`src/rtl/lvds_ser_pkg.sv`:
```
package lvds_ser_pkg;

  localparam int SLOTS   = 7;
  localparam int LANES   = 4;
  localparam int COLOR_W = 8;
  localparam int SLOT_W  = $clog2(SLOTS);

  typedef enum logic [1:0] {
    MAP_NARROW = 2'b00,
    MAP_WIDE_A = 2'b01,
    MAP_WIDE_B = 2'b10,
    MAP_SPARE  = 2'b11
  } map_e;

  typedef struct packed {
    logic [COLOR_W-1:0] red;
    logic [COLOR_W-1:0] green;
    logic [COLOR_W-1:0] blue;
    logic               hsync;
    logic               vsync;
    logic               de;
  } pixel_t;

  // strobes from control to datapath
  typedef struct packed {
    logic              load;
    logic [SLOT_W-1:0] slot;
  } slot_ctrl_t;

endpackage

```
`src/rtl/lvds_ser_ctrl.sv`:
```
module lvds_ser_ctrl
  import lvds_ser_pkg::*;
#(
  parameter int NSLOT    = SLOTS,
  parameter int CLK_HEAD = 2,
  parameter int CLK_TAIL = 2
) (
  input  logic       clk,
  input  logic       rst,
  output slot_ctrl_t ctrlO,
  output logic       slotStartO,
  output logic       laneClkO
);

  localparam int CW = $clog2(NSLOT);
  localparam logic [CW-1:0] LAST      = CW'(NSLOT - 1);
  localparam logic [CW-1:0] HEAD_END  = CW'(CLK_HEAD);
  localparam logic [CW-1:0] TAIL_BEG  = CW'(NSLOT - CLK_TAIL);

  logic [CW-1:0] slotCnt;

  always_ff @(posedge clk) begin
    if (rst)                 slotCnt <= '0;
    else if (slotCnt == LAST) slotCnt <= '0;
    else                     slotCnt <= slotCnt + 1'b1;
  end

  always_comb begin
    ctrlO.load = (slotCnt == LAST);
    ctrlO.slot = slotCnt;
  end

  assign slotStartO = (slotCnt == '0);
  assign laneClkO   = (slotCnt < HEAD_END) || (slotCnt >= TAIL_BEG);

  AST_SLOT_LIMIT: assert property (@(posedge clk) disable iff (rst)
    slotCnt <= LAST);
  AST_SLOT_WRAP: assert property (@(posedge clk) disable iff (rst)
    slotCnt == LAST |=> slotStartO);
  AST_CLK_RISE: assert property (@(posedge clk) disable iff (rst)
    $rose(laneClkO) |-> slotCnt == TAIL_BEG);

endmodule

```
`src/rtl/lvds_ser_mapper.sv`:
```
module lvds_ser_mapper
  import lvds_ser_pkg::*;
(
  input  pixel_t                      pixI,
  input  map_e                        modeI,
  output logic [LANES-1:0][SLOTS-1:0] wordO
);

  localparam int NARROW_W = 6;

  logic [NARROW_W-1:0] r6, g6, b6;
  logic [2:0]          ctl;
  logic [1:0]          rPair, gPair, bPair;
  logic                wideMode, upperPair;

  assign upperPair = (modeI == MAP_WIDE_B);
  assign wideMode  = (modeI == MAP_WIDE_A) || (modeI == MAP_WIDE_B);

  // narrow / wide-A use the top six bits, wide-B the bottom six
  assign r6 = upperPair ? pixI.red[5:0]   : pixI.red[7:2];
  assign g6 = upperPair ? pixI.green[5:0] : pixI.green[7:2];
  assign b6 = upperPair ? pixI.blue[5:0]  : pixI.blue[7:2];

  // fourth lane carries whichever pair the first three lanes left out
  assign rPair = wideMode ? (upperPair ? pixI.red[7:6]   : pixI.red[1:0])   : 2'b00;
  assign gPair = wideMode ? (upperPair ? pixI.green[7:6] : pixI.green[1:0]) : 2'b00;
  assign bPair = wideMode ? (upperPair ? pixI.blue[7:6]  : pixI.blue[1:0])  : 2'b00;

  // slot 0 = data enable, 1 = vsync, 2 = hsync
  assign ctl = {pixI.de, pixI.vsync, pixI.hsync};

  for (genvar s = 0; s < SLOTS; s++) begin : g_slot
    if (s == 0) begin : g_l0a
      assign wordO[0][s] = g6[0];
    end else begin : g_l0b
      assign wordO[0][s] = r6[6-s];
    end

    if (s < 2) begin : g_l1a
      assign wordO[1][s] = b6[1-s];
    end else begin : g_l1b
      assign wordO[1][s] = g6[7-s];
    end

    if (s < 3) begin : g_l2a
      assign wordO[2][s] = ctl[2-s];
    end else begin : g_l2b
      assign wordO[2][s] = b6[8-s];
    end

    if (s == 0) begin : g_l3z
      assign wordO[3][s] = 1'b0;
    end else if (s < 3) begin : g_l3b
      assign wordO[3][s] = bPair[2-s];
    end else if (s < 5) begin : g_l3g
      assign wordO[3][s] = gPair[4-s];
    end else begin : g_l3r
      assign wordO[3][s] = rPair[6-s];
    end
  end

endmodule

```
`src/rtl/lvds_ser_datapath.sv`:
```
module lvds_ser_datapath
  import lvds_ser_pkg::*;
(
  input  logic                        clk,
  input  logic                        rst,
  input  slot_ctrl_t                  ctrlI,
  input  logic [LANES-1:0][SLOTS-1:0] wordI,
  input  map_e                        modeI,
  input  logic                        mirrorI,
  output logic [LANES-1:0]            laneDataO
);

  localparam logic [SLOT_W-1:0] LAST = SLOT_W'(SLOTS - 1);

  logic [LANES-1:0][SLOTS-1:0] wordQ;
  logic                        mirrorQ;
  logic [SLOT_W-1:0]           pickIdx;

  always_ff @(posedge clk) begin
    if (rst) begin
      wordQ   <= '0;
      mirrorQ <= 1'b0;
    end else if (ctrlI.load) begin
      wordQ   <= wordI;
      mirrorQ <= mirrorI;
    end
  end

  assign pickIdx = mirrorQ ? (LAST - ctrlI.slot) : ctrlI.slot;

  for (genvar l = 0; l < LANES; l++) begin : g_lane
    assign laneDataO[l] = wordQ[l][pickIdx];
  end

  AST_WORD_HOLD: assert property (@(posedge clk) disable iff (rst)
    !ctrlI.load |=> $stable(wordQ) && $stable(mirrorQ));
  AST_NARROW_QUIET: assert property (@(posedge clk) disable iff (rst)
    ctrlI.load && (modeI == MAP_NARROW || modeI == MAP_SPARE) |=> wordQ[3] == '0);
  AST_CTL3_LOW: assert property (@(posedge clk) disable iff (rst)
    ctrlI.load |=> !wordQ[3][0]);

endmodule

```
`src/rtl/lvds_lane_serializer.sv`:
```
module lvds_lane_serializer
  import lvds_ser_pkg::*;
(
  input  logic       clk,
  input  logic       rst,
  input  logic [7:0] pixRed,
  input  logic [7:0] pixGreen,
  input  logic [7:0] pixBlue,
  input  logic       pixHsync,
  input  logic       pixVsync,
  input  logic       pixDe,
  input  logic [1:0] mapSel,
  input  logic       mirrorEn,
  output logic [3:0] laneData,
  output logic       laneClk,
  output logic       slotStart
);

  slot_ctrl_t                  ctrl;
  pixel_t                      pix;
  map_e                        mode;
  logic [LANES-1:0][SLOTS-1:0] mappedWord;

  assign pix  = '{red: pixRed, green: pixGreen, blue: pixBlue,
                  hsync: pixHsync, vsync: pixVsync, de: pixDe};
  assign mode = map_e'(mapSel);

  lvds_ser_ctrl u_ctrl (
    .clk        (clk),
    .rst        (rst),
    .ctrlO      (ctrl),
    .slotStartO (slotStart),
    .laneClkO   (laneClk)
  );

  lvds_ser_mapper u_map (
    .pixI  (pix),
    .modeI (mode),
    .wordO (mappedWord)
  );

  lvds_ser_datapath u_dp (
    .clk       (clk),
    .rst       (rst),
    .ctrlI     (ctrl),
    .wordI     (mappedWord),
    .modeI     (mode),
    .mirrorI   (mirrorEn),
    .laneDataO (laneData)
  );

endmodule

```
`config.mk`:
```
export PLATFORM = sky130hd
export DESIGN_NAME = lvds_lane_serializer
export DESIGN_NICKNAME = d
export VERILOG_FILES = /design/src/rtl/lvds_ser_pkg.sv /design/src/rtl/lvds_ser_ctrl.sv /design/src/rtl/lvds_ser_mapper.sv /design/src/rtl/lvds_ser_datapath.sv /design/src/rtl/lvds_lane_serializer.sv
export SDC_FILE = /design/constraint.sdc
export NUM_CORES = 1
export LEC_CHECK = 0
export ABC_AREA = 1
export BUFFER_PORTS_ARGS = -buffer_cell sky130_fd_sc_hd__buf_2
export CORE_MARGIN = 4
export CORE_UTILIZATION = 40
export DETAILED_ROUTE_END_ITERATION = 12
export GPL_TIMING_DRIVEN = 0
export PLACE_DENSITY = 0.63
export SKIP_CTS_REPAIR_TIMING = 1
export SLEW_MARGIN = 15
export SYNTH_ARGS = -nofsm -noshare
export SYNTH_HDL_FRONTEND = slang
export SYNTH_HIERARCHICAL = 1
export SYNTH_SLANG_ARGS = --single-unit
export TNS_END_PERCENT = 5
```
`constraint.sdc`:
```
create_clock -name clk -period 2.1 [get_ports clk]
set_clock_uncertainty 0.1 [all_clocks]
set_input_delay 0.42 -clock clk [delete_from_list [all_inputs] [get_ports clk]]
set_output_delay 0.42 -clock clk [all_outputs]
set_load 0.03 [all_outputs]
```
# Word level (Yosys, flattened, before mapping)
# Cells that the tools add are included.
# W data, S select, Z words.
# op_classes
addsub	2
n_mul	0
div_mod_pow	0
n_lt_le_gt_ge	3
eq_ne	3
n_shift	0
muxes	18
bitwise	0
n_reduce_logical	4
# ops
cell	count
$mux W6	3
$bmux W1 S3	4
$mux W2	6
$lt A3 B4 Y1 const B	1
$mux W1	4
$add A3 B1 Y3 const B	1
$eq A3 B3 Y1 const B	1
$ge A3 B3 Y1 const B	1
$logic_not A3 Y1	1
$lt A3 B2 Y1 const B	1
$mux W3	1
$sub A3 B3 Y3 const A	1
$eq A2 B1 Y1 const B	1
$eq A2 B2 Y1 const B	1
$logic_or A1 B1 Y1	2
$reduce_or A2 Y1	1
# word_totals
reg_bits	31
latchBits	0
ram_bits	0
rom_bits	0
inputBits	32
output_inout_bits	6
word_cells	36
memories	0

# Logic depth before layout (Yosys ltp)
# depth
word_depth	4
mapped_depth	9
ltp_nobuf	8

# Hierarchy
# The synthesis kept the hierarchy.
# by_module_without_submodules
mod	instances	cells_each	area_each_um2	seq_area_each_um2
lvds_ser_datapath	1	221	1470.2	580.6
lvds_ser_mapper	1	85	419.2	0.0
lvds_ser_ctrl	1	27	193.9	60.1

# Worst setup path before layout
# OpenSTA, ideal clock, no wires.
# synth_timing
path_type	register -> output
startpoint	register u_ctrl.slotCnt[0]
endpoint	output laneData[0]
t_arrival_ns	1.264
required_ns	1.580
path_slack_ns	0.316
path_stages_with_launch	9
n_path_buf	0
path_cell_list	dfxtp_1 ha_1 inv_1 nand2_1 nand2_1 nand2_1 nand2_1 nand2_1 nand2_1
# synth_between
elab_chain_cells	4
# synth_lines
element	line_no	text
from (decl)	lvds_ser_ctrl.sv:20	logic [CW-1:0] slotCnt;
from (signal assigned)	lvds_ser_ctrl.sv:25	else slotCnt <= slotCnt + 1'b1;
$sub A3 B3 Y3	lvds_ser_datapath.sv:29	assign pickIdx = mirrorQ ? (LAST - ctrlI.slot) : ctrlI.slot;
$mux W3 *	lvds_ser_datapath.sv:29	
$bmux W1 S3 *	lvds_ser_datapath.sv:32	assign laneDataO[l] = wordQ[l][pickIdx];
$mux W1 (implied by the code) *	lvds_ser_datapath.sv:32	
to (decl)	lvds_lane_serializer.sv:14	output logic [3:0] laneData,
# Every way passes the cells marked *; elsewhere a longest branch is shown, timed or not. The select of a mux whose other input is x is not followed.

# Worst setup path after layout
# Ends and elaborated chain as after synthesis.

==> results by group <==
Worst setup path
  – R2R depth: 10
  – CP max FO: 6
  – Reg-to-Reg End: u_dp/wordQ[25]
  – CP endpoint: laneData[0]
  – Start point of the critical path: u_ctrl/slotCnt[0]
  – Reg-to-reg startpoint: u_ctrl/slotCnt[0]
  – CP Capture Type: output pin
  – CP dominant cell by count: nand2_1
  – Worst path cell trace: ha_4, inv_1, nand2_2, nand2_4, nand2_2, nand2_1, nand2_1, nand2_1, buf_4
  – Reg2Reg Setup Slack: 0.37 ns
  – Arr. time, crit path: 1.51 ns
  – Crit-path slowest cell: dfxtp_4
  – CP Class: register to output pin
  – Worst path required time: 1.58 ns
  – CP peak stage delay: 0.38 ns
  – CP Launch Type: register

Outcome
  – Outcome: completed

Placement
  – Hpwl dp: 3.93 mm
  – PortBufs: 34
  – GPL Wtd Cong: 0.848

Yosys
  – Yosys cell types: 21
  – Cell type with the largest total area after synthesis: dfxtp_1
  – Top cells by area, synth: dfxtp_1 (31%), nand2_1 (26%), a21oi_1 (6.2%)
  – Yosys reg bits: 32
  – Synthesized area: 2080 µm²
  – Top-area cell type share of the netlist area: 30.8%
  – Syn Nets: 372
  – Yosys Warn Count: 6
  – Post-synthesis cell count: 333
  – Sequential share of the synthesized area: 30.8%
  – Mapped Avg Cell Area: 6.26 µm²

Clocking
  – CTS sink cnt: 32
  – Clock root buffer: clkbuf_8
  – CTS Buf Count: 5
  – H-tree depth: 2
  – Clk buf depth: 2
  – CTS clk-pin slew, worst paths: 0.07 ns
  – Worst-Skew Late Latency: 0.27 ns
  – CTS tree: built

Worst hold path
  – Worst hold path type: input pin to register

Finish
  – Final net count: 415
  – Fin util: 50.3%
  – Area of the multi-input gates: 1190 µm²
  – Filler cell count: 544
  – Antenna cells: 0
  – Area Growth Syn to Fin: 22.5%
  – Register area: 648 µm²
  – Share of post-route cells with drive strength above 1: 24.4%

Drt
  – DR vias: 2059
  – Drt total wl: 5.15 mm
  – DRC violations left: 0
  – First-pass DRT Iterations: 4
  – Initial drt markers: 167
  – Routed WL per cell: 11.5 µm
  – Vias/cell: 4.61
  – Routed Antenna Nets: 0

STA
  – Fin crit share: 96.5%
  – WHS: 0.301 ns
  – Pins Over Slew Limit: 0
  – Final Hold Fails: 0
  – RSZ-0062 raised after global routing: yes
  – Maximum clock rate: 494 MHz
  – Clock period minus worst slack: 2.03 ns
  – # setup viols final: 0

Power and ir drop
  – Peak VDD IR: 0.197 mV
  – Pleak: 1.20 nW
  – Tot Pwr: 1.40 mW
  – PwrDens: 549 nW/µm²

Floorplanning
  – Core Area: 5070 µm²
  – Die Width: 80.2 µm
  – # IOs: 38
  – Die H: 80.2 µm
  – Starting Density: 41.1%
  – Die area: 6430 µm²
  – Core Rows: 26

Global route
  – Total grt overflow: 0
  – All-layer global routing usage: 17.8%
  – First-pass GRT wire length: 8.98 mm
  – Initial antenna violation count: 0
  – Vias in the first global route: 1910
  – Largest net degree at the start of global routing: 11

Flow run
  – Max-cap violations: 0
==> Yosys cell counts <==
library cell,number
a211oi_2,6
a21oi_1,26
a21oi_2,5
buf_2,5
buf_4,5
buf_6,9
clkbuf_1,1
conb_1,1
dfxtp_1,32
ha_1,7
inv_1,31
inv_2,2
inv_4,1
inv_6,1
nand2_1,147
nand2_2,2
nand2_4,2
nand3_1,5
nor2_1,33
o21ai_0,11
o21ai_1,1
==> flip-flops by register name (all words and copies together) (netlist names) <==
| signal | cells |
|---|---|
| u_dp/wordQ | 28 |
| u_ctrl/slotCnt | 3 |
| u_dp/mirrorQ | 1 |
==> power breakdown <==
part,internal (mW),switching (mW)
Sequential,0.617,0.0138
Clock,0.267,0.213
Combinational,0.118,0.171
==> how the worst min path moves through the flow <==
stage                         from             end  slack (ns)  depth (start not counted)
finish                    pixVsync  u_dp/wordQ[15]        0.30                          3
detailed placement  u_dp/wordQ[26]  u_dp/wordQ[26]        0.35                          2
global route                 pixDe  u_dp/wordQ[14]        0.30                          3
floorplan           u_dp/wordQ[13]  u_dp/wordQ[13]        0.34                          2
global placement     u_dp/wordQ[2]   u_dp/wordQ[2]        0.35                          2
CTS                       pixVsync  u_dp/wordQ[15]        0.29                          3
==> cells by family after synthesis <==
| group | count (synthesis) | share of synthesized area [%] |
|---|---|---|
| adder cells (fa/ha/maj) | 7 | 4.20 |
| AO/OA/AOI/OAI | 49 | 14.8 |
| buffers and inverters | 55 | 14.7 |
| flip-flops | 32 | 30.8 |
| AND/OR/NAND/NOR | 189 | 35.3 |
| other | 1 | 0.180 |
==> routing by layer <==
layer  wire length (µm)  part of all wire, %  track usage [%]
met1               2470                   48             24.6
met5                  0                    0                0
met3                273                  5.3             3.59
met2               2290                   45             27.5
met4                109                  2.1             5.91
==> worst max-delay path: cells and delay by family, from the launching register on <==
family / cells / cell delay, ns
simple gates: 6 / 0.36
buf+inv: 2 / 0.21
flops: 1 / 0.38
fa+ha+maj: 1 / 0.29
==> through the flow <==
step | cell area, µm² | TNS [ns] | setup WS [ns] | cells
floorplan | 2080 | 0 | 0.316 | 333
global placement | 2340 | 0 | 0.0848 | 437
detailed placement | 2340 | 0 | 0.0914 | 437
CTS | 2430 | -0.881 | -0.229 | 445
global route | 2550 | -0.114 | -0.0311 | 447
finish | 2550 | 0 | 0.0745 | 447
==> layout make-up <==
class                   count  share of cell area, %
plain buffers              19                   6.42
clock buffers               8                   3.53
inverters                  35                   5.44
multi-input cells         246                   46.7
flip-flops and latches     32                   25.4
well taps                  70                   3.43
repair buffers             37                   9.07
==> placed cells by master, fill, tap and decap left out, types with 4 or more instances in the layout <==
master	instances
dfxtp_1	30
buf_2	35
inv_1	30
nand3_1	5
clkbuf_8	6
ha_1	6
buf_6	9
a211oi_2	6
buf_4	8
nand2_2	6
a21oi_1	26
o21ai_0	11
nor2_1	32
nand2_1	140
nand2_4	4
a21oi_2	5
No activity file was read; power rests on OpenSTA's default activity.
